--- config.mk ---
export PLATFORM = sky130hd
export DESIGN_NAME = bus_cycle_ctrl
export DESIGN_NICKNAME = d
export VERILOG_FILES = /design/src/rtl/bcc_pkg.sv /design/src/rtl/bcc_reqreg.sv /design/src/rtl/bcc_fsm.sv /design/src/rtl/bcc_rdmerge.sv /design/src/rtl/bus_cycle_ctrl.sv
export SDC_FILE = /design/constraint.sdc
export NUM_CORES = 1
export LEC_CHECK = 0
export ABC_AREA = 1
export ABC_CLOCK_PERIOD_IN_PS = 4100
export BUFFER_PORTS_ARGS = -buffer_cell sky130_fd_sc_hd__buf_4
export CORE_ASPECT_RATIO = 1.5
export CORE_UTILIZATION = 59
export DETAILED_ROUTE_END_ITERATION = 8
export GPL_ROUTABILITY_DRIVEN = 0
export PLACE_DENSITY_LB_ADDON = 0.1
export REMOVE_ABC_BUFFERS = 1
export SLEW_MARGIN = 15
export SYNTH_ARGS = -nofsm -noshare
export SYNTH_HDL_FRONTEND = slang
export SYNTH_SLANG_ARGS = --single-unit
--- constraint.sdc ---
create_clock -name clk -period 4.1 [get_ports clk]
set_input_delay 0 -clock clk [delete_from_list [all_inputs] [get_ports clk]]
set_output_delay 0 -clock clk [all_outputs]
set_load 0.05 [all_outputs]
--- src/rtl/bcc_pkg.sv ---
package bcc_pkg;

  localparam int BCC_DW    = 32;
  localparam int BCC_LANES = BCC_DW / 8;
  localparam int BCC_HW    = BCC_DW / 2;

  typedef enum logic [1:0] {
    ST_IDLE = 2'd0,
    ST_ADDR = 2'd1,
    ST_DATA = 2'd2,
    ST_HOLD = 2'd3
  } bcc_state_e;

  // A first-half cycle must be followed by a second one when the narrow
  // device answered and upper lanes take part.
  function automatic logic needs_split(input logic [BCC_LANES-1:0] be,
                                       input logic bs16_n,
                                       input logic upper_half);
    return !upper_half && !bs16_n && (|be[BCC_LANES-1:BCC_LANES/2]);
  endfunction

  function automatic logic [BCC_LANES-1:0] lanes_for_half(
      input logic [BCC_LANES-1:0] be, input logic upper_half);
    logic [BCC_LANES-1:0] r;
    r = be;
    if (upper_half) r[BCC_LANES/2-1:0] = '0;
    return r;
  endfunction

  function automatic logic [BCC_DW-1:0] wdata_for_half(
      input logic [BCC_DW-1:0] w, input logic upper_half);
    return upper_half ? {w[BCC_DW-1:BCC_HW], w[BCC_DW-1:BCC_HW]} : w;
  endfunction

  function automatic logic [BCC_DW-1:0] merge_read(
      input logic [BCC_DW-1:0] din, input logic [BCC_HW-1:0] low_saved,
      input logic upper_half, input logic bs16_n);
    if (upper_half)   return {din[BCC_HW-1:0], low_saved};
    else if (!bs16_n) return {{BCC_HW{1'b0}}, din[BCC_HW-1:0]};
    else              return din;
  endfunction

endpackage

--- src/rtl/bcc_reqreg.sv ---
module bcc_reqreg #(
  parameter int W = 69
) (
  input  logic         clk,
  input  logic         rst_n,
  input  logic         load,
  input  logic [W-1:0] d,
  output logic [W-1:0] q
);
  always_ff @(posedge clk or negedge rst_n) begin
    if (!rst_n)    q <= '0;
    else if (load) q <= d;
  end
endmodule

--- src/rtl/bcc_fsm.sv ---
module bcc_fsm
  import bcc_pkg::*;
(
  input  logic                 clk,
  input  logic                 rst_n,
  input  logic                 req_valid,
  input  logic                 req_lock,
  input  logic                 hold,
  input  logic                 rdy_n,
  input  logic                 na_n,
  input  logic                 bs16_n,
  input  logic [BCC_LANES-1:0] cur_be,
  output bcc_state_e           state,
  output logic                 upper_half,
  output logic                 take,
  output logic                 take_cur,
  output logic                 take_nxt,
  output logic                 promote,
  output logic                 split_go,
  output logic                 final_done,
  output logic                 pipe_strobe,
  output logic                 nxt_valid,
  output logic                 lock_seq
);
  bcc_state_e nstate;
  logic hold_ok, ready_seen, stale;

  assign hold_ok    = hold && !lock_seq;
  assign ready_seen = (state == ST_DATA) && !rdy_n;
  assign split_go   = ready_seen && needs_split(cur_be, bs16_n, upper_half);
  assign final_done = ready_seen && !split_go;
  assign promote    = final_done && nxt_valid;
  assign take_cur   = req_valid && !hold_ok &&
                      ((state == ST_IDLE) || (final_done && !nxt_valid));
  assign take_nxt   = req_valid && !hold_ok && (state == ST_DATA) &&
                      rdy_n && !na_n && !nxt_valid;
  assign take       = take_cur || take_nxt;

  always_comb begin
    nstate = state;
    case (state)
      ST_IDLE: if (hold_ok) nstate = ST_HOLD;
               else if (req_valid) nstate = ST_ADDR;
      ST_ADDR: nstate = ST_DATA;
      ST_DATA: begin
        if (split_go) nstate = ST_ADDR;
        else if (final_done) begin
          if (nxt_valid)      nstate = stale ? ST_ADDR : ST_DATA;
          else if (hold_ok)   nstate = ST_HOLD;
          else if (req_valid) nstate = ST_ADDR;
          else                nstate = ST_IDLE;
        end
      end
      ST_HOLD: if (!hold) nstate = ST_IDLE;
      default: nstate = ST_IDLE;
    endcase
  end

  always_ff @(posedge clk or negedge rst_n) begin
    if (!rst_n) begin
      state       <= ST_IDLE;
      upper_half  <= 1'b0;
      nxt_valid   <= 1'b0;
      pipe_strobe <= 1'b0;
      stale       <= 1'b0;
      lock_seq    <= 1'b0;
    end else begin
      state       <= nstate;
      pipe_strobe <= take_nxt;
      if (split_go)        upper_half <= 1'b1;
      else if (final_done) upper_half <= 1'b0;
      if (take_nxt)        nxt_valid <= 1'b1;
      else if (promote)    nxt_valid <= 1'b0;
      if (split_go && nxt_valid) stale <= 1'b1;
      else if (promote)          stale <= 1'b0;
      if (take) lock_seq <= req_lock;
    end
  end
endmodule

--- src/rtl/bcc_rdmerge.sv ---
module bcc_rdmerge
  import bcc_pkg::*;
(
  input  logic              clk,
  input  logic              rst_n,
  input  logic              split_go,
  input  logic              final_done,
  input  logic              cur_wr,
  input  logic              upper_half,
  input  logic              bs16_n,
  input  logic [BCC_DW-1:0] din,
  output logic              rsp_valid,
  output logic [BCC_DW-1:0] rsp_rdata
);
  logic [BCC_HW-1:0] low_saved;
  logic              rd_end;

  assign rd_end = final_done && !cur_wr;

  always_ff @(posedge clk or negedge rst_n) begin
    if (!rst_n) begin
      low_saved <= '0;
      rsp_valid <= 1'b0;
      rsp_rdata <= '0;
    end else begin
      if (split_go) low_saved <= din[BCC_HW-1:0];
      rsp_valid <= rd_end;
      if (rd_end) rsp_rdata <= merge_read(din, low_saved, upper_half, bs16_n);
    end
  end
endmodule

--- src/rtl/bus_cycle_ctrl.sv ---
module bus_cycle_ctrl
  import bcc_pkg::*;
#(
  parameter int AW = 30
) (
  input  logic          clk,
  input  logic          rst_n,
  input  logic          req_valid,
  output logic          req_ready,
  input  logic [AW-1:0] req_addr,
  input  logic [3:0]    req_be,
  input  logic          req_wr,
  input  logic          req_dc,
  input  logic          req_mio,
  input  logic          req_lock,
  input  logic [31:0]   req_wdata,
  output logic          rsp_valid,
  output logic [31:0]   rsp_rdata,
  output logic [AW-1:0] bus_addr,
  output logic [3:0]    bus_be_n,
  output logic          bus_wr,
  output logic          bus_dc,
  output logic          bus_mio,
  output logic          ads_n,
  output logic          lock_n,
  output logic          bus_oe,
  output logic [31:0]   bus_d_out,
  output logic          bus_d_oe,
  input  logic [31:0]   bus_d_in,
  input  logic          rdy_n,
  input  logic          na_n,
  input  logic          bs16_n,
  input  logic          hold,
  output logic          hlda
);
  localparam int REQ_W = AW + BCC_LANES + 3 + BCC_DW;

  bcc_state_e state;
  logic upper_half, take, take_cur, take_nxt, promote, split_go, final_done;
  logic pipe_strobe, nxt_valid, lock_seq;
  logic [REQ_W-1:0] req_pack, cur_q, nxt_q, cur_d;

  logic [AW-1:0]        cur_addr, nxt_addr;
  logic [BCC_LANES-1:0] cur_be, nxt_be;
  logic                 cur_wr, cur_dc, cur_mio, nxt_wr, nxt_dc, nxt_mio;
  logic [BCC_DW-1:0]    cur_wdata, nxt_wdata;
  logic                 active, show_nxt;

  assign req_pack = {req_addr, req_be, req_wr, req_dc, req_mio, req_wdata};
  assign cur_d    = promote ? nxt_q : req_pack;
  assign {cur_addr, cur_be, cur_wr, cur_dc, cur_mio, cur_wdata} = cur_q;
  assign {nxt_addr, nxt_be, nxt_wr, nxt_dc, nxt_mio, nxt_wdata} = nxt_q;

  bcc_fsm u_fsm (
    .clk(clk), .rst_n(rst_n), .req_valid(req_valid), .req_lock(req_lock),
    .hold(hold), .rdy_n(rdy_n), .na_n(na_n), .bs16_n(bs16_n), .cur_be(cur_be),
    .state(state), .upper_half(upper_half), .take(take), .take_cur(take_cur),
    .take_nxt(take_nxt), .promote(promote), .split_go(split_go),
    .final_done(final_done), .pipe_strobe(pipe_strobe),
    .nxt_valid(nxt_valid), .lock_seq(lock_seq)
  );

  bcc_reqreg #(.W(REQ_W)) u_cur (
    .clk(clk), .rst_n(rst_n), .load(take_cur || promote), .d(cur_d), .q(cur_q)
  );

  bcc_reqreg #(.W(REQ_W)) u_nxt (
    .clk(clk), .rst_n(rst_n), .load(take_nxt), .d(req_pack), .q(nxt_q)
  );

  bcc_rdmerge u_rd (
    .clk(clk), .rst_n(rst_n), .split_go(split_go), .final_done(final_done),
    .cur_wr(cur_wr), .upper_half(upper_half), .bs16_n(bs16_n), .din(bus_d_in),
    .rsp_valid(rsp_valid), .rsp_rdata(rsp_rdata)
  );

  assign req_ready = take;
  assign active    = (state == ST_ADDR) || (state == ST_DATA);
  assign show_nxt  = (state == ST_DATA) && nxt_valid;

  always_comb begin
    bus_addr = '0;
    bus_be_n = '1;
    bus_wr   = 1'b0;
    bus_dc   = 1'b0;
    bus_mio  = 1'b0;
    if (show_nxt) begin
      bus_addr = nxt_addr;
      bus_be_n = ~nxt_be;
      bus_wr   = nxt_wr;
      bus_dc   = nxt_dc;
      bus_mio  = nxt_mio;
    end else if (active) begin
      bus_addr = cur_addr;
      bus_be_n = ~lanes_for_half(cur_be, upper_half);
      bus_wr   = cur_wr;
      bus_dc   = cur_dc;
      bus_mio  = cur_mio;
    end
  end

  assign ads_n     = !((state == ST_ADDR) || pipe_strobe);
  assign bus_d_oe  = active && cur_wr;
  assign bus_d_out = bus_d_oe ? wdata_for_half(cur_wdata, upper_half) : '0;
  assign bus_oe    = (state != ST_HOLD);
  assign hlda      = (state == ST_HOLD);
  assign lock_n    = !lock_seq;
endmodule

## Word-level counts from Yosys, hierarchy flattened

Index checks and enable logic that the tools add are counted.

| word-level totals | value |
|---|---|
| bits in read-only memories | 0 |
| word-level logic and storage cells | 92 |
| memories kept | 0 |
| output and inout port bits | 108 |
| latch bits | 0 |
| bits in registers | 194 |
| RAM bits | 0 |

| cells by class | value |
|---|---|
| div/mod/pow operators | 0 |
| order comparisons | 0 |
| eq/ne operators | 7 |
| bitwise operators | 2 |
| muxes and demuxes | 33 |
| multipliers | 0 |
| reductions and logical operators | 39 |
| shift-type cells | 0 |
| add/sub/neg operators | 0 |

Operator list:

| operator | count |
|---|---|
| 2-to-1 mux 32 bit | 3 |
| 2-to-1 mux 69 bit | 1 |
| 2-to-1 mux 30 bit | 2 |
| 2-to-1 mux 2 bit | 11 |
| logical AND 1 bit | 18 |
| 2-to-1 mux 16 bit | 1 |
| 2-to-1 mux 1 bit | 12 |
| zero test 1 bit | 10 |
| 2-to-1 mux 4 bit | 2 |
| NOT 4 bit | 2 |
| one-hot mux 2 bit (4 select lines) | 1 |
| nonzero test 2 bit | 3 |
| logical OR 1 bit | 5 |
| == test 2 bit (second input constant) | 2 |
| != test 2 bit (second input constant) | 2 |
| != test 3 x 1 -> 1 bit (second input constant) | 1 |
| != test 3 x 2 -> 1 bit (second input constant) | 1 |
| AND reduction 3 bit | 1 |
| == test 2 x 1 -> 1 bit (second input constant) | 1 |
| zero test 2 bit | 1 |
| OR reduction 2 bit | 1 |

## Logic depth before layout (Yosys ltp)

Gate-level depths: netlist of the first run.

| logic depth | value |
|---|---|
| word-level depth | 10 |
| depth in mapped cells | 12 |
| mapped depth without buffers | 10 |

## Hierarchy

A second synthesis of the first run with hierarchy kept.

| second synthesis, totals | value |
|---|---|
| cells, all modules | 1,400 |
| area, all modules | 9,889.5 µm² |

Modules (own cells, without submodules):

| module | area each (µm²) | cells an instance | instances |
|---|---|---|---|
| bcc_reqreg | 2,608.8 | 292 | 2 |
| bcc_rdmerge | 2,408.6 | 311 | 1 |
| bus_cycle_ctrl | 1,838.0 | 442 | 1 |
| bcc_fsm | 425.4 | 63 | 1 |

## Least setup slack after synthesis of the first run

OpenSTA, ideal clock, no wires.

| timing path | value |
|---|---|
| path kind | flip-flop to output port |
| start point | reg u_fsm.state[0] |
| end point | out bus_d_out[10] |
| setup slack | 1,834 ps |
| required time | 4,100 ps |
| arrival | 2,266 ps |
| cell stages (with the launch flop) | 8 |
| cell sequence | dfrtp_1 > inv_1 > ha_1 > nand2_1 > inv_1 > buf_2 > o21ai_0 > a21oi_1 |

| between the ends | value |
|---|---|
| cells in the longest elaborated chain, start to end | 4 |

Ends and longest elaborated chain:

| item | RTL line | text |
|---|---|---|
| from (decl) | bcc_fsm.sv:13 | `output bcc_state_e state,` |
| from (signal assigned) | bcc_fsm.sv:68 | `state <= nstate;` |
| == test 2 x 1 -> 1 bit or == test 2 bit (tied branches) | bus_cycle_ctrl.sv:78 | `assign active = (state == ST_ADDR) \|\| (state == ST_DATA);` |
| logical OR 1 bit * | bus_cycle_ctrl.sv:78 |  |
| logical AND 1 bit * | bus_cycle_ctrl.sv:103 | `assign bus_d_oe = active && cur_wr;` |
| net bus_d_oe | bus_cycle_ctrl.sv:28 | `output logic bus_d_oe,` |
| 2-to-1 mux 32 bit * | bus_cycle_ctrl.sv:104 | `assign bus_d_out = bus_d_oe ? wdata_for_half(cur_wdata, upper_half) : '0;` |
| to (decl) | bus_cycle_ctrl.sv:27 | `output logic [31:0] bus_d_out,` |

Mark *: on every way through the listed nets, which the timed path passes. The rest lies on a longest branch.

## Worst setup path after layout of the first run

| timing path | value |
|---|---|
| start point | reg u_cur.q[34] |
| end point | out bus_d_out[3] |

| between the ends | value |
|---|---|
| cells in the longest elaborated chain, start to end | 2 |

Ends and longest elaborated chain:

| item | RTL line | text |
|---|---|---|
| from (decl) | bcc_reqreg.sv:8 | `output logic [W-1:0] q` |
| from (signal assigned) | bcc_reqreg.sv:11 | `if (!rst_n) q <= '0;` |
| from (signal assigned) | bcc_reqreg.sv:12 | `else if (load) q <= d;` |
| logical AND 1 bit | bus_cycle_ctrl.sv:103 |  |
| 2-to-1 mux 32 bit | bus_cycle_ctrl.sv:104 |  |

No other way between the ends.

==> results of run 1 <==
-- power by group through the flow --
| stage | Combinational [mW] | Sequential (mW) | Clock (mW) |
|---|---|---|---|
| floorplan | 3.23 | 3.72 | 0 |
| detailed placement | 5.35 | 3.28 | 0 |
| global placement | 5.25 | 3.24 | 0 |
| global route | 5.93 | 3.37 | 1.72 |
| finish | 5.52 | 3.27 | 1.62 |
| CTS | 5.47 | 3.25 | 1.65 |
-- sequential cells by signal, summed over array words and instances (netlist names) --
signal / flops
u_cur.q: 69
u_nxt.q: 69
u_rd.rsp_rdata: 32
u_rd.low_saved: 16
u_fsm.state: 2
u_fsm.lock_seq: 1
u_fsm.nxt_valid: 1
u_fsm.pipe_strobe: 1
u_fsm.stale: 1
u_fsm.upper_half: 1
u_rd.rsp_valid: 1
-- worst max-delay path, stage by stage (launching register included) --
cell	delay (ns)
dfrtp_1	0.81
nand2_1	0.62
inv_1	0.66
o21ai_0	0.33
a21oi_1	0.19
buf_4	0.22
-- cells by family (layout without fill, tap and decap cells) --
group           after synthesis  in the layout
flops                       194            194
compound gates              294            294
buf+inv                     201            484
fa+ha+maj                     5              5
simple gates                532            532
-- cells in the final DEF (no fill, tap or decap), types with 15 or more instances in the layout --
cell type,n
a21oi_1,19
buf_4,223
clkbuf_16,17
dfrtp_1,194
dlygate4sd3_1,109
inv_1,115
nand2_1,409
nand3_1,92
nor2_1,19
o21a_1,15
o21ai_0,203
o21ai_1,51
-- timing repair --
action	4_1_cts	5_1_grt
setup endpoints to repair	0	0
setup buffers	0	0
hold buffers	109	0
hold endpoints to repair	301	0
resized for setup	0	0
-- layout make-up --
| cell class | instances | share of cell area |
|---|---|---|
| Inverter | 117 | 0.0347 |
| Tap cell | 203 | 0.0200 |
| Timing Repair Buffer | 335 | 0.222 |
| Clock buffer | 20 | 0.0368 |
| Sequential cell | 194 | 0.382 |
| Multi-Input combinational cell | 831 | 0.295 |
| Clock inverter | 12 | 0.00897 |
-- layer usage --
layer  wire [µm]  GRT usage  vias to the layer above
met5           0          0                        -
met4         699      0.132                        0
met3        1330     0.0427                       55
met2       13600      0.560                      327
met1       10400      0.394                     4419
li1            -          -                     4448
-- synthesized netlist by cell type --
library cell / n / area share
buf_4: 6 / 0.0047
buf_1: 6 / 0.0024
clkbuf_1: 21 / 0.0083
nand2_1: 410 / 0.16
buf_6: 9 / 0.011
a31oi_1: 1 / 0.00066
dfrtp_1: 194 / 0.51
a22oi_1: 2 / 0.0016
a21oi_1: 19 / 0.010
nor2_2: 4 / 0.0026
nor3_1: 1 / 0.00053
nand2_2: 4 / 0.0026
a32oi_1: 2 / 0.0018
o21a_1: 15 / 0.012
ha_1: 5 / 0.0066
nor2_4: 1 / 0.0012
o211ai_1: 1 / 0.00079
nand2_4: 1 / 0.0012
buf_2: 42 / 0.022
nor2_1: 19 / 0.0075
nand3_1: 92 / 0.049
inv_1: 115 / 0.045
inv_2: 2 / 0.00079
o21ai_1: 51 / 0.027
o21ai_0: 203 / 0.11
-- final timing paths --
check | startpoint | to | slack, ns | cells past startpoint
min | req_valid | u_fsm.state[0]$_DFFE_PN0P_ | 0.05 | 5
min reg2reg | u_rd.low_saved[6]$_DFFE_PN0P_ | u_rd.low_saved[6]$_DFFE_PN0P_ | 0.49 | 2
max in group asynchronous | rst_n | u_nxt.q[21]$_DFFE_PN0P_ | 2.73 | 3
min in group asynchronous | rst_n | u_rd.rsp_rdata[11]$_DFFE_PN0P_ | 0.30 | 2
max | u_cur.q[34]$_DFFE_PN0P_ | bus_d_out[3] | 0.85 | 5
max reg2reg | u_fsm.state[0]$_DFFE_PN0P_ | u_cur.q[16]$_DFFE_PN0P_ | 1.13 | 10
==> metrics.yaml, run 1 <==
status: "completed"
antenna_found_initial: 0
root_buffer: "clkbuf_16"
start_util: 0.605
tightest_slew_ns: 1.00
drc: 0
fp-row-count: 56
cts.sinks: 194
whs_ns: 0.0463
tns_ns: 0
fmax_mhz: 308
clock_power_share: 0.156
dp_slack_ns: 1.25
setup_violations: 0
nets: 1610
grt_pass1_vias: 8971
die_area_um2: 16600
synth_top_family_by_area: "simple AND/OR/NAND/NOR gates"
finalHoldViolCount: 0
die_w_um: 106
layout-drive-gt1-share: 0.180
seq_power_share: 0.314
ys_seq_elements: 194
critical_path_arrival_ns: 3.25
via_count: 9249
synth_compound_area_frac: 0.161
clock_path_buffers: 2
numCtsBuffers: 17
stdcell_area_um2: 12700
post-dp-hpwl_mm: 14.7
die_y_um: 157
final_util: 0.809
worstSetupPathType: "flop to primary output"
netSwitchingPower_mw: 5.12
seqCellArea_um2: 4850
grt_max_degree: 166
ys_types: 25
period_share: 0.792
comb_power_share: 0.530
cts_htree_levels: 4
power.internal_mw: 5.29
clk_transition_reported_paths_ns: 0.07
slew_headroom: 0.334
synthToLayoutAreaGrowth_pct: 33.8
maxCapViolations: 0
rsz0062_at_grt: "no"
synth_simple_gate_area_frac: 0.226
crit_fanout: 20
synthCells: 1226
swShare: 0.492
grt_overflow: 0
synthMuxAreaShare: 0
placed_cells: 1571
p_per_area_nw_per_um2: 820
port_buffers: 216
endpoint_kind: "primary output"
antenna_left: 0
fillerInstances: 1071
synth_xor_area_frac: 0
seq_area_frac_synth: 0.512
netlist_area_um2: 9490
core-area_um2: 15700
setup_ws_ns: 0.851
grt_pass1_wl_mm: 42.0
avgViaCountPerCell: 5.40
avgSynthCellArea_um2: 7.74
routed_wl_mm: 26.0
multi_input_area_um2: 3750
skew_ns: 0.0111
antennaDiodeCount: 0
wl_per_cell_um: 15.2
leakagePower_nw: 6.59
initialDrtViolationCount: 732
yosys.area_share.adder: 0.00659
stdcell_count: 1712
placed_area_um2: 11000
period_needed_ns: 3.25
pin_count: 217
yosys_warnings: 0
maxSlewViolCount: 0
insertion_delay_ns: 0.42
vdd_drop_max_uv: 569
power_mw: 10.4
grt_use_total: 0.318
hold_path_class: "primary input to flop"
required_ns: 4.10
firstDrtPassIters: 5
start_kind: "flop"
cts_tree: "built"
Note: power is estimated with default switching activity, not from simulation.
==> run 2, diff against run 1 <==
- ABC_CLOCK_PERIOD_IN_PS: 4100 -> 3100
- CORE_UTILIZATION: 59 -> 54
- clock period: 4.1 -> 3.1 ns (I/O delays scaled with it)
==> metrics.yaml, run 2 (synthesis gave the netlist of run 1 again) <==
cts_htree_levels: 4
tightest_slew_ns: 0.805
slowest_delay_ns: 0.63
critical_path_depth: 12
vdd_drop_max_uv: 839
fillerInstances: 1350
root_buffer: "clkbuf_16"
period_needed_ns: 2.71
layout-drive-gt1-share: 0.184
placed_cells: 1591
die_w_um: 110
period_share: 0.875
nets: 1620
crit_fanout: 71
clock_path_buffers: 2
skew_ns: 0.00893
die_y_um: 164
stdcell_area_um2: 12800
cpLargestDelayFamily: "buffers and inverters"
rsz0062_at_grt: "no"
initialDrtViolationCount: 625
hold_path_class: "primary input to flop"
fmax_mhz: 369
die_area_um2: 18100
cts_tree: "built"
numCtsBuffers: 17
crit_path_top_delay_cell: "buf_4"
critical_path_arrival_ns: 3.02
insertion_delay_ns: 0.43
grt_pass1_vias: 8533
wl_per_cell_um: 14.6
grt_overflow: 0
cts.sinks: 194
antenna_left: 0
port_buffers: 216
antenna_found_initial: 0
largestRegisters: "u_cur.q: 69 flops, u_nxt.q: 69 flops, u_rd.rsp_rdata: 32 flops"
clk_transition_reported_paths_ns: 0.07
setup_violations: 0
firstDrtPassIters: 8
maxCapViolations: 0
maxSlewViolCount: 0
final_util: 0.741
grt_pass1_wl_mm: 40.3
grt_use_total: 0.288
layout_commonest_cell: "nand2_1"
fp-row-count: 59
whs_path_depth: 5
finalHoldViolCount: 0
stdcell_count: 1731
grt_max_degree: 130
cts_setup_buffers: 0
timing.critical_path.cells: "inv_1 -> ha_1 -> inv_2 -> nor2_2 -> nand3_1 -> nand2_1 -> nand2_2 -> buf_4 -> nand2_1 -> nand2_1 -> nand2_1 -> dlygate4sd3_1"
start_kind: "flop"
p_per_area_nw_per_um2: 1070
placed_area_um2: 11100
crit_top_cell: "nand2_1"
start_util: 0.549
status: "completed"
synthToLayoutAreaGrowth_pct: 34.9
whs_ns: 0.0404
routed_wl_mm: 25.3
post-dp-hpwl_mm: 15.1
via_count: 9143
slew_headroom: 0.463
worstSetupPathType: "flop to flop"
endpoint_kind: "flop"
avgViaCountPerCell: 5.28
drc: 0
ff2ff_path_depth: 12
required_ns: 3.41
layout_common_cells: "nand2_1, buf_4, o21ai_0"
path_buf_inv: 4
pin_count: 217
leakagePower_nw: 6.63
power_mw: 13.7
core-area_um2: 17300
antennaDiodeCount: 0
==> run 2: path summary, 6_finish.rpt <==
kind                                                   to                     startpoint  slack (ns)
min in group asynchronous  u_rd.low_saved[12]$_DFFE_PN0P_                          rst_n        0.15
hold / removal                 u_fsm.state[0]$_DFFE_PN0P_                      req_valid        0.04
setup / recovery               u_fsm.lock_seq$_DFFE_PN0P_     u_fsm.state[0]$_DFFE_PN0P_        0.39
setup reg to reg               u_fsm.lock_seq$_DFFE_PN0P_     u_fsm.state[0]$_DFFE_PN0P_        0.39
max in group asynchronous         u_cur.q[24]$_DFFE_PN0P_                          rst_n        1.95
hold reg to reg             u_rd.low_saved[3]$_DFFE_PN0P_  u_rd.low_saved[3]$_DFFE_PN0P_        0.49
==> run 2: final cells by class <==
cell class	count	area, µm²	share of cell area
flip-flops and latches	194	4850	0.379
multi-input cells	831	3750	0.293
repair buffers	345	2920	0.228
inverters	117	440	0.0344
clock buffers	18	439	0.0343
well taps	213	267	0.0208
clock inverters	13	128	0.00997
==> run 2: metrics by stage <==
step	setup WS, ns	TNS (ns)
2_1_floorplan	-2.65	-184.26
3_3_place_gp	0.975	0
3_5_place_dp	0.903	0
4_1_cts	0.378	0
5_1_grt	0.133	0
6_report	0.387	0
==> run 2: worst min-delay path: cells and delay by family <==
family | cells | cell delay, ns
compound gates | 2 | 0.20
buf+inv | 2 | 0.13
simple gates | 1 | 0.10
==> run 2: per-layer routing <==
layer	vias to the layer above	global-route usage	wire, µm
met5	-	0	0
li1	4479	-	-
met3	53	0.0524	1270
met1	4336	0.362	10600
met4	0	0.121	660
met2	275	0.482	12700
==> run 2: what timing repair did <==
action / CTS / global route
endpoints found under the setup margin: 0 / 0
hold endpoints to repair: 264 / 0
hold buffers: 109 / 0
gates resized for setup: 0 / 0
==> run 2: where the power goes <==
part           switching, mW  internal (mW)  total (mW)  leakage, nW
Combinational           5.12           2.18        7.30         4.05
Clock                  0.994           1.14        2.13        0.263
Sequential             0.553           3.74        4.29         2.31
Total                   6.67           7.05        13.7         6.63
